$ cat config.mk
export PLATFORM = sky130hd
export DESIGN_NAME = pwm_timebase
export DESIGN_NICKNAME = d
export VERILOG_FILES = /design/src/rtl/pwm_timebase.sv
export SDC_FILE = /design/constraint.sdc
export NUM_CORES = 1
export LEC_CHECK = 0
export BUFFER_PORTS_ARGS = -buffer_cell sky130_fd_sc_hd__buf_2
export CORE_MARGIN = 4
export CORE_UTILIZATION = 30
export CTS_CLUSTER_DIAMETER = 100
export DETAILED_ROUTE_END_ITERATION = 10
export PLACE_DENSITY = 0.46
export SYNTH_ARGS = -nofsm -noshare
export SYNTH_HDL_FRONTEND = slang
export SYNTH_SLANG_ARGS = --single-unit
$ cat constraint.sdc
create_clock -name clk -period 2.6 [get_ports clk]
set_clock_uncertainty 0.2 [all_clocks]
set_input_delay 0.52 -clock clk [delete_from_list [all_inputs] [get_ports clk]]
set_output_delay 0.52 -clock clk [all_outputs]
set_load 0.02 [all_outputs]
$ cat src/rtl/pwm_timebase.sv
module pwm_timebase #(
  parameter int DIV_W = 27,
  parameter int RES_W = 4,
  parameter int PH_W  = 16
) (
  input  logic             clk,
  input  logic             rst_n,
  input  logic             cntr_en,
  input  logic [DIV_W-1:0] clk_div,
  input  logic [RES_W-1:0] res,
  output logic [PH_W-1:0]  phase,
  output logic             cycle_start
);

  localparam logic [RES_W-1:0] TOP = RES_W'(PH_W - 1);
  localparam logic [PH_W-1:0]  ONE = PH_W'(1);

  logic [DIV_W-1:0] div_cnt;
  logic [PH_W-1:0]  step;
  logic [PH_W:0]    sum;
  logic             beat;

  // ">=" so a divider lowered mid-count yields an immediate beat
  assign beat = div_cnt >= clk_div;
  assign step = ONE << (TOP - res);
  assign sum  = {1'b0, phase} + {1'b0, step};

  always_ff @(posedge clk or negedge rst_n) begin
    if (!rst_n) begin
      div_cnt     <= '0;
      phase       <= '0;
      cycle_start <= 1'b0;
    end else if (!cntr_en) begin
      div_cnt     <= '0;
      phase       <= '0;
      cycle_start <= 1'b0;
    end else if (beat) begin
      div_cnt     <= '0;
      phase       <= sum[PH_W-1:0];
      cycle_start <= sum[PH_W];
    end else begin
      div_cnt     <= div_cnt + 1'b1;
      cycle_start <= 1'b0;
    end
  end

  assert_disabled_zero_R2: assert property (@(posedge clk) disable iff (!rst_n)
    !cntr_en |=> (phase == '0 && !cycle_start && div_cnt == '0));

  assert_hold_between_beats_R3: assert property (@(posedge clk) disable iff (!rst_n)
    (cntr_en && !beat) |=> $stable(phase));

  assert_moves_on_beat_R4: assert property (@(posedge clk) disable iff (!rst_n)
    (cntr_en && beat) |=> phase != $past(phase));

  assert_strobe_isolated_R5: assert property (@(posedge clk) disable iff (!rst_n)
    cycle_start |=> !cycle_start);

  assert_strobe_low_phase_R5: assert property (@(posedge clk) disable iff (!rst_n)
    cycle_start |-> phase < 16'h8000);

endmodule

# Word level (Yosys, flattened, before mapping)
# Index checks and enable logic that the tools add are counted.
# classes
n_addsub,3
order_cmp,1
eq_ne,1
shift,1
n_mux,6
# op_table
operator,n
27-bit two-way mux,2
16-bit two-way mux,2
27-bit by 1-bit adder with 27-bit output (second input constant),1
27-bit >= comparator,1
16-bit by 16-bit adder with 17-bit output,1
1-bit by 4-bit << shifter with 16-bit output (first input constant),1
4-bit subtractor (first input constant),1
1-bit two-way mux,2
2-bit by 1-bit != test with 1-bit output (second input constant),1
# totals
ff_bits,44
in_bits,34
out_inout_bits,17
elab_cells,15

# Longest topological paths before layout
# Gate-level depths: netlist (run 1).
# logic_depth
depth_word,5
ltp_mapped,12
depth_no_buf,12

# Least setup slack after synthesis (run 1)
# No wires, ideal clock.
# synth_timing
kind,input port to flip-flop
start,input port res[0]
end,register phase[14]
setup_ns,0.120
t_arrival_ns,2.653
required_time_ns,2.280
path_slack_ns,-0.373
stages,10
n_path_buf,0
cell_sequence,nand2b_1 -> or2_2 -> fa_1 -> nand2b_1 -> a21oi_1 -> a31oi_1 -> o41ai_2 -> o31ai_4 -> xnor2_1 -> o211a_1
# synth_via
elab_chain_len,5
# synth_rtl
element,line_no,rtl
from (decl),10,"input logic [RES_W-1:0] res,"
4-bit subtractor,25,assign step = ONE << (TOP - res);
1-bit by 4-bit << shifter with 16-bit output,25,
16-bit by 16-bit adder with 17-bit output,26,"assign sum = {1'b0, phase} + {1'b0, step};"
16-bit two-way mux,37,end else if (beat) begin
16-bit two-way mux,33,end else if (!cntr_en) begin
to (signal assigned),39,phase <= sum[PH_W-1:0];
to (decl),11,"output logic [PH_W-1:0] phase,"
# No other way between the ends. The select of a mux whose other input is x is not followed.
# A chain may end at the register's enable or synchronous reset.

# Worst setup path after layout (run 1)
# layout_timing
start,input port res[2]
end,register phase[15]
# Same word-level chain as after synthesis.

==> impl_metrics.json, run 1 <==
{
  "clkLatencyLatePin_ns": 0.28,
  "synth_edf_count": 0,
  "n_antenna_cell": 0,
  "layout.cells.non_filler": 648,
  "slew_headroom": 0.576,
  "final-hold-violation-count": 0,
  "post-place-ws_ns": -0.529,
  "swShare": 0.228,
  "worst_pin_slew_ns": 0.637,
  "die-area_mm2": 0.0133,
  "syn_area_per_cell_um2": 8.79,
  "clockBufferDepth": 2,
  "status": "finished, violations left",
  "synthDominantCellAreaShare": 0.319,
  "grt_pass1_wl_mm": 14.7,
  "grt_pass1_vias": 3044,
  "cts.htree.levels": 2,
  "yosys_warnings": 0,
  "setup_ws_ns": -0.0344,
  "ys_seq_area_frac": 0.319,
  "avgViaCountPerCell": 4.72,
  "synth_area_mm2": 0.00345,
  "finalSetupViolations": 1,
  "holdBufCountCts": 0,
  "finalMaxSlewViolations": 0,
  "grt_antenna_before_repair": 0,
  "cts_sinks": 44,
  "intPower_w": 0.00126,
  "areaGrowthSynthToFinish_pct": 39.3,
  "gp_congestion": 0.844,
  "wire_per_inst_um": 13.6,
  "fp.dieH_um": 115,
  "start_util": 0.313,
  "die_w_um": 115,
  "worst-endpoint-required_ns": 2.58,
  "p_seq_frac": 0.424,
  "dp.cells": 630,
  "synth.distinct_cells": 48,
  "drt_wl_total_mm": 8.79,
  "rows": 38,
  "synth_top_area_cell": "dfrtp_1",
  "dp_hpwl_mm": 6.82,
  "grt_max_degree": 27,
  "path_clk_slew_ns": 0.06,
  "io_buffers": 50,
  "p_switching_w": 0.000372,
  "power_density_mw_per_mm2": 339,
  "post-route-period-util": 1.01,
  "p_comb_frac": 0.117,
  "fmax_mhz": 380,
  "io_pins": 51,
  "cp_slowest_cell": "or4b_1",
  "ir_worst_vdd_mv": 0.222,
  "num_vias": 3056,
  "ys.flop_type": "dfrtp_1",
  "drtIter0Drc": 60,
  "start_kind": "input pin",
  "ys_seq_elements": 44,
  "cts_buffers": 5,
  "timing.critical_path.cells": "buf_6 -> buf_4 -> nand2b_4 -> nor2_1 -> ha_1 -> buf_4 -> nand3_1 -> nor2_1 -> a21oi_2 -> or4b_1 -> nand4b_1 -> a21boi_1",
  "critPathKind": "in2reg",
  "drt_drc_violations_left": 0,
  "p_clk_frac": 0.459,
  "grt_overflow": 0,
  "async_reset_ff_frac": 1.00,
  "violations": "negative setup slack",
  "hp-class": "in2async",
  "synth.top_cells.by_area": "dfrtp_1 32%, ha_1 16%, nor2_1 5.4%",
  "first_pass_iters": 4,
  "syn_nets": 472,
  "root_buffer": "clkbuf_16",
  "max-cap-violations": 0,
  "rsz0062_at_grt": "yes",
  "endpoint_kind": "flip-flop",
  "period_needed_ns": 2.63,
  "leakagePower_nw": 2.52,
  "cts_tree": "done",
  "drive_gt1_frac": 0.333,
  "syn_inst": 393,
  "grt_usage": 0.137,
  "max_stage_delay_ns": 0.52,
  "fin_nets": 586,
  "core_area_mm2": 0.0110,
  "path_max_fanout": 5,
  "arrival_ns": 2.61,
  "antenna_left": 0
}
-- final timing paths --
kind / from / slack [ns] / end / cells past startpoint
max: res[2] / -0.03 / phase[15] / 12
min: rst_n / 0.05 / div_cnt[6] / 1
max reg2reg: phase[5] / 0.10 / phase[14] / 9
min reg2reg: phase[9] / 0.35 / phase[9] / 2
max in group asynchronous: rst_n / 1.55 / phase[4] / 2
min in group clk: phase[9] / 0.35 / phase[9] / 2
-- through the flow --
step	hold WS (ns)	util	total power, W	TNS, ns	area [um^2]
6_report	0.0524	0.436	0.00163	-0.0344	4810
5_1_grt	0.0982	0.436	0.00171	-0.681	4810
4_1_cts	0.0769	0.417	0.00166	-0.0395	4600
3_5_place_dp	0.337	0.392	0.000880	-5.97	4320
3_3_place_gp	0.342	0.392	0.000876	-5.67	4320
2_1_floorplan	0.0244	-	0.000783	-0.672	3510
-- worst max-delay path, delay by kind of cell --
kind | cells | cell delay (ns)
simple gates | 6 | 1.22
compound gates | 2 | 0.17
fa+ha+maj | 1 | 0.31
buf+inv | 3 | 0.39
-- power groups by stage --
stage,combinational (W),clock [W],sequential (W)
floorplan,0.0000775,0,0.000705
global placement,0.000171,0,0.000705
detailed placement,0.000175,0,0.000705
CTS,0.000182,0.000781,0.000692
global route,0.000217,0.000803,0.000692
finish,0.000190,0.000749,0.000692
-- cell usage after synthesis, drive strengths merged, types with 13 or more instances --
cell type / instances
a21oi: 24
dfrtp: 44
ha: 44
inv: 32
nand2: 27
nand3: 14
nor2: 50
nor2b: 13
o21ai: 15
xnor2: 15
xor2: 21
-- flip-flops by register name, summed over array words and instances, names as in the netlist --
register,flops
cycle_start,1
phase,16
div_cnt,27
-- routing by layer --
metal,up-vias,track usage,routed length (um)
met5,-,0,0
met2,46,0.208,4050
li1,1591,-,-
met3,5,0.0174,258
met4,0,0.0376,92
met1,1414,0.204,4400
-- cell usage in the layout (no fill, tap or decap), types with 5 or more instances in the layout --
cell	instances
nor2b_1	12
xor2_1	20
ha_1	38
nor2_1	45
clkbuf_16	5
buf_2	47
nand2b_4	6
buf_4	64
o21ai_0	9
ha_4	5
a21oi_1	16
inv_1	30
nand2_1	24
nand4_1	9
nor3_1	10
a21o_1	9
xnor2_1	15
nand3_1	14
mux2i_1	11
a21oi_2	7
dfrtp_1	44
-- layout make-up --
type                    count  area (um^2)
multi-input cells         309         2450
fillers                  1123         6220
inverters                  32          120
flip-flops and latches     44         1100
well taps                 140          175
clock inverters             2         38.8
repair buffers            115          787
clock buffers               6          139
-- timing repair --
| action | 4_1_cts | 5_1_grt |
|---|---|---|
| endpoints found under the setup margin | 10 | 17 |
| pin swaps | 8 | 15 |
| cloned | 0 | 0 |
| buffers inserted | 4 | 7 |
| resized for setup | 17 | 30 |
-- kinds of logic after synthesis --
kind of cell	after synthesis	share of synthesized area
xor+xnor	36	0.0913
buf+inv	40	0.0478
fa+ha+maj	45	0.165
mux	11	0.0319
simple gates	150	0.214
flops	44	0.319
compound gates	67	0.131
Power figures use the tool's default switching activity.
==> run 2: changes to the inputs <==
--- a/config.mk
+++ b/config.mk
@@ -11,6 +11,7 @@
 export CTS_CLUSTER_DIAMETER = 100
 export DETAILED_ROUTE_END_ITERATION = 10
 export PLACE_DENSITY = 0.46
+export RECOVER_POWER = 25
 export SYNTH_ARGS = -nofsm -noshare
 export SYNTH_HDL_FRONTEND = slang
 export SYNTH_SLANG_ARGS = --single-unit
==> impl_metrics.json, run 2 (synthesized netlist as in run 1, its figures left out) <==
{
  "die-area_mm2": 0.0133,
  "ir_worst_vdd_mv": 0.222,
  "cp_slowest_cell": "or4b_1",
  "final-hold-violation-count": 0,
  "r2r-end": "phase[14]",
  "finalSetupViolations": 1,
  "rr_worst_depth": 9,
  "cts_tree": "done",
  "multi_input_area_mm2": 0.00245,
  "start_util": 0.313,
  "gp_congestion": 0.844,
  "fp.dieH_um": 115,
  "critPathKind": "in2reg",
  "grt_overflow": 0,
  "cts_sinks": 44,
  "post-route-period-util": 1.01,
  "fin_area_mm2": 0.00481,
  "violations": "max-capacitance violations, max-slew violations, negative setup slack",
  "areaGrowthSynthToFinish_pct": 39.2,
  "largest_register_ffs": 27,
  "drtIter0Drc": 60,
  "drt_wl_total_mm": 8.79,
  "endpoint_kind": "flip-flop",
  "num_vias": 3056,
  "worst_pin_slew_ns": 1.52,
  "crit_buf_inv": 3,
  "worst-endpoint-required_ns": 2.58,
  "start_kind": "input pin",
  "arrival_ns": 2.61,
  "setup_ws_ns": -0.0344,
  "leakagePower_nw": 2.52,
  "cts.htree.levels": 2,
  "dp.cells": 630,
  "rsz0062_at_grt": "yes",
  "reg_top3": "div_cnt: 27 flops, phase: 16 flops, cycle_start: 1 flops",
  "top_register": "div_cnt",
  "antenna_left": 0,
  "fmax_mhz": 380,
  "grt_pass1_wl_mm": 14.7,
  "cp_num_cells": 12,
  "clkLatencyLatePin_ns": 0.28,
  "max-cap-violations": 1,
  "seqCellArea_mm2": 0.00110,
  "timing.critical_path.cells": "buf_6 -> buf_4 -> nand2b_4 -> nor2_1 -> ha_1 -> buf_4 -> nand3_1 -> nor2_1 -> a21oi_2 -> or4b_1 -> nand4b_1 -> a21boi_1",
  "rows": 38,
  "fin_nets": 586,
  "dp_hpwl_mm": 6.82,
  "io_pins": 51,
  "wire_per_inst_um": 13.6,
  "critPathTopFamily": "simple AND/OR/NAND/NOR gates",
  "max_stage_delay_ns": 0.52,
  "root_buffer": "clkbuf_16",
  "die_w_um": 115,
  "path_clk_slew_ns": 0.06,
  "slew_headroom": -0.0160,
  "placed_area_mm2": 0.00432,
  "startpoint": "res[2]",
  "reg2reg_from": "phase[5]",
  "nFillCells": 1124,
  "finalMaxSlewViolations": 27,
  "first_pass_iters": 4,
  "power_density_mw_per_mm2": 339,
  "grt_pass1_vias": 3044,
  "core_area_mm2": 0.0110,
  "period_needed_ns": 2.63,
  "drive_gt1_frac": 0.331,
  "grt_antenna_before_repair": 0,
  "path_max_fanout": 5,
  "status": "finished, violations left",
  "grt_max_degree": 27,
  "avgViaCountPerCell": 4.72,
  "grt_usage": 0.137,
  "cts_buffers": 5,
  "io_buffers": 50,
  "drt_drc_violations_left": 0,
  "n_antenna_cell": 0,
  "final_common_cell": "buf_4",
  "final_cell_mix": "64 x buf_4, 46 x buf_2, 45 x nor2_1, 44 x dfrtp_1, 38 x ha_1",
  "rrSetupSlack_ns": 0.10,
  "critPathCapture": "phase[15]",
  "layout.cells.non_filler": 648,
  "clockBufferDepth": 2,
  "hp-class": "reg2reg"
}
-- run 2: cell types whose count changed in the layout (fill, tap and decap cells not counted), sizes merged --
cell    delta
buf        -1
clkbuf     +1
-- run 2: how the worst min path moves through the flow --
stage / start / to / slack [ns] / depth (start not counted)
after floorplan: rst_n / cycle_start / 0.02 / 0
after global placement: phase[9] / phase[9] / 0.34 / 2
after detailed placement: phase[9] / phase[9] / 0.34 / 2
after CTS: rst_n / phase[13] / 0.08 / 1
after global routing: div_cnt[0] / div_cnt[0] / 0.40 / 2
final: phase[9] / phase[9] / 0.35 / 2
-- run 2: cell type report --
| cell class | instances | share of cell area |
|---|---|---|
| Timing Repair Buffer | 115 | 0.163 |
| Tap cell | 140 | 0.0364 |
| Clock inverter | 2 | 0.00807 |
| Multi-Input combinational cell | 309 | 0.509 |
| Sequential cell | 44 | 0.229 |
| Clock buffer | 6 | 0.0289 |
| Inverter | 32 | 0.0250 |
-- run 2: worst reg2reg max path: cells and delay by family, from the launching register on --
family	cells	cell delay [ns]
compound gates	6	1.18
flops	1	0.43
fa+ha+maj	1	0.33
buf+inv	1	0.16
xor+xnor	1	0.10
-- run 2: metal layers --
| layer | track usage | share of wire | wire, um |
|---|---|---|---|
| met1 | 0.204 | 0.50 | 4400 |
| met2 | 0.208 | 0.46 | 4050 |
| met3 | 0.0174 | 0.029 | 258 |
| met4 | 0.0376 | 0.010 | 92 |
| met5 | 0 | 0 | 0 |
-- run 2: report_power, final --
part / leakage (nW) / total (W) / switching [W] / internal, W
combinational: 1.82 / 0.000190 / 0.000100 / 0.0000899
clock: 0.0871 / 0.000749 / 0.000268 / 0.000481
sequential: 0.612 / 0.000692 / 0.00000383 / 0.000688
total: 2.52 / 0.00163 / 0.000372 / 0.00126
-- run 2: stage by stage --
step,setup slack [ns],setup TNS (ns),hold slack [ns],util,power (W)
after floorplan,-0.304,-0.672,0.0244,-,0.000783
after global placement,-0.509,-5.67,0.342,0.392,0.000876
after detailed placement,-0.529,-5.97,0.337,0.392,0.000880
after CTS,-0.0169,-0.0395,0.0769,0.417,0.00166
after global routing,-0.137,-0.681,0.396,0.436,0.00171
final,-0.0344,-0.0344,0.347,0.436,0.00163
-- run 2: what timing repair did --
item / 4_1_cts / 5_1_grt
buffers inserted: 4 / 7
endpoints found under the hold margin: 0 / 0
gates resized for setup: 17 / 30
hold buffers: 0 / 0
pin swaps: 8 / 15
setup endpoints to repair: 10 / 17
==> run 3: changes to the inputs <==
--- a/config.mk
+++ b/config.mk
@@ -5,12 +5,12 @@
 export SDC_FILE = /design/constraint.sdc
 export NUM_CORES = 1
 export LEC_CHECK = 0
-export BUFFER_PORTS_ARGS = -buffer_cell sky130_fd_sc_hd__buf_2
 export CORE_MARGIN = 4
 export CORE_UTILIZATION = 30
 export CTS_CLUSTER_DIAMETER = 100
 export DETAILED_ROUTE_END_ITERATION = 10
-export PLACE_DENSITY = 0.46
+export DONT_BUFFER_PORTS = 1
+export PLACE_DENSITY = 0.42
 export RECOVER_POWER = 25
 export SYNTH_ARGS = -nofsm -noshare
 export SYNTH_HDL_FRONTEND = slang
==> impl_metrics.json, run 3 (synthesized netlist as in run 1, its figures left out) <==
{
  "final_common_cell": "buf_4",
  "dr_wl_met3_um": 311,
  "finalSetupViolations": 0,
  "reg2reg_from": "phase[5]",
  "fp.dieH_um": 115,
  "grt_pass1_vias": 2959,
  "m1WireLength_mm": 4.37,
  "root_buffer": "clkbuf_16",
  "cts_buffers": 5,
  "path_max_fanout": 2,
  "critPathKind": "reg2reg",
  "setup_tns_ns": 0,
  "grt_pass1_wl_mm": 14.3,
  "post-route-period-util": 0.965,
  "rr_worst_depth": 9,
  "slew_headroom": 0.250,
  "status": "finished, final reports clean",
  "power_density_mw_per_mm2": 332,
  "drtIter0Drc": 105,
  "rrSetupSlack_ns": 0.09,
  "n_antenna_cell": 0,
  "grt_overflow": 0,
  "nFillCells": 1157,
  "clkLatencyLatePin_ns": 0.28,
  "clockBufferDepth": 2,
  "cts.htree.levels": 2,
  "ir_worst_vdd_mv": 0.309,
  "gp_congestion": 0.804,
  "cts_tree": "done",
  "r2r-end": "phase[14]",
  "swShare": 0.238,
  "p_switching_w": 0.000343,
  "max-cap-violations": 0,
  "reg_top3": "div_cnt: 27 flops, phase: 16 flops, cycle_start: 1 flops",
  "arrival_ns": 2.49,
  "critPathTopFamily": "compound AO/OA/AOI/OAI gates",
  "hp-class": "in2reg",
  "largest_register_ffs": 27,
  "crit_buf_inv": 1,
  "start_util": 0.313,
  "fmax_mhz": 398,
  "io_buffers": 0,
  "final_cell_mix": "62 x buf_4, 48 x nor2_1, 44 x dfrtp_1, 41 x ha_1, 31 x inv_1",
  "seqCellArea_mm2": 0.00110,
  "start_kind": "flip-flop",
  "p_seq_frac": 0.481,
  "final-hold-violation-count": 0,
  "core_area_mm2": 0.0110,
  "fin_nets": 538,
  "die_w_um": 115,
  "first_pass_iters": 4,
  "num_vias": 2872,
  "cts_sinks": 44,
  "wire_per_inst_um": 14.3,
  "period_needed_ns": 2.51,
  "drt_drc_violations_left": 0,
  "p_clk_frac": 0.428,
  "p_comb_frac": 0.091,
  "grt_max_degree": 45,
  "wl_met2_mm": 3.80,
  "drt_wl_total_mm": 8.56,
  "areaGrowthSynthToFinish_pct": 25.5,
  "leakagePower_nw": 2.26,
  "multi_input_area_mm2": 0.00228,
  "endpoint_kind": "flip-flop",
  "fin_area_mm2": 0.00433,
  "antenna_left": 0,
  "cp_num_cells": 9,
  "rows": 38,
  "max_stage_delay_ns": 0.41,
  "grt_usage": 0.135,
  "drive_gt1_frac": 0.216,
  "worst-endpoint-required_ns": 2.58,
  "timing.critical_path.cells": "ha_1 -> a21o_1 -> a211o_1 -> a31oi_1 -> o41ai_2 -> buf_4 -> o31ai_4 -> xnor2_1 -> o211a_1",
  "startpoint": "phase[5]",
  "top_register": "div_cnt",
  "cp_slowest_cell": "dfrtp_1",
  "rsz0062_at_grt": "yes",
  "avgViaCountPerCell": 4.79,
  "worst_pin_slew_ns": 1.13,
  "highest_layer": "met4",
  "finalMaxSlewViolations": 0,
  "dp_hpwl_mm": 6.83,
  "grt_antenna_before_repair": 0,
  "path_clk_slew_ns": 0.06,
  "die-area_mm2": 0.0133,
  "placed_area_mm2": 0.00412,
  "io_pins": 51,
  "intPower_w": 0.00110,
  "critPathCapture": "phase[14]"
}
## run 3: cell types whose count changed in the layout (fill, tap and decap cells not counted), moves of 4 or more
| cell | delta |
|---|---|
| a21oi_2 | -4 |
| nand2b_4 | -4 |
| ha_4 | -5 |
| buf_2 | -46 |
| a21oi_1 | +5 |
## run 3: how the worst min path moves through the flow
| stage | from | to | cells after the start |
|---|---|---|---|
| 5_1_grt | cntr_en | phase[14] | 1 |
| 3_5_place_dp | rst_n | div_cnt[6] | 0 |
| 4_1_cts | cntr_en | phase[14] | 1 |
| 2_1_floorplan | rst_n | cycle_start | 0 |
| 6_report | cntr_en | phase[14] | 1 |
| 3_3_place_gp | rst_n | div_cnt[6] | 0 |
## run 3: cell type report
class | instances | area share
clock buffers | 5 | 0.0289
repair buffers | 67 | 0.121
flip-flops and latches | 44 | 0.254
multi-input cells | 309 | 0.525
well taps | 140 | 0.0404
inverters | 32 | 0.0277
clock inverters | 2 | 0.00289
## run 3: repair_timing
action,CTS,global route
pin swaps,1,2
endpoints found under the hold margin,44,0
resized for setup,0,13
hold buffers,2,0
setup endpoints to repair,2,42
buffers inserted,1,1
## run 3: metal layers
metal	global-route usage	vias up
met1	0.189	1340
li1	-	1493
met4	0.0305	0
met2	0.212	33
met5	0	-
met3	0.0326	6
## run 3: worst register-to-register path, cell delays in order, from the launching register on
cell and delay (ns):
dfrtp_1 0.41, ha_1 0.32, a21o_1 0.20, a211o_1 0.30, a31oi_1 0.19, o41ai_2 0.08
buf_4 0.15, o31ai_4 0.22, xnor2_1 0.10, o211a_1 0.22
## run 3: per-stage QoR
stage	power (W)	util	worst slack [ns]	instances	hold WS, ns
2_1_floorplan	0.000783	-	-0.304	393	0.0244
3_3_place_gp	0.000818	0.374	-0.300	588	0.0271
3_5_place_dp	0.000821	0.374	-0.326	588	0.0271
4_1_cts	0.00148	0.390	0.00868	598	0.151
5_1_grt	0.00152	0.393	-0.0337	599	0.147
6_report	0.00144	0.393	0.0902	599	0.161
## run 3: power groups by stage
stage          Sequential (W)  Clock (W)  Combinational [W]
2_1_floorplan        0.000705          0          0.0000775
3_3_place_gp         0.000705          0           0.000113
3_5_place_dp         0.000706          0           0.000115
4_1_cts              0.000692   0.000648           0.000138
5_1_grt              0.000692   0.000678           0.000153
6_report             0.000692   0.000616           0.000130
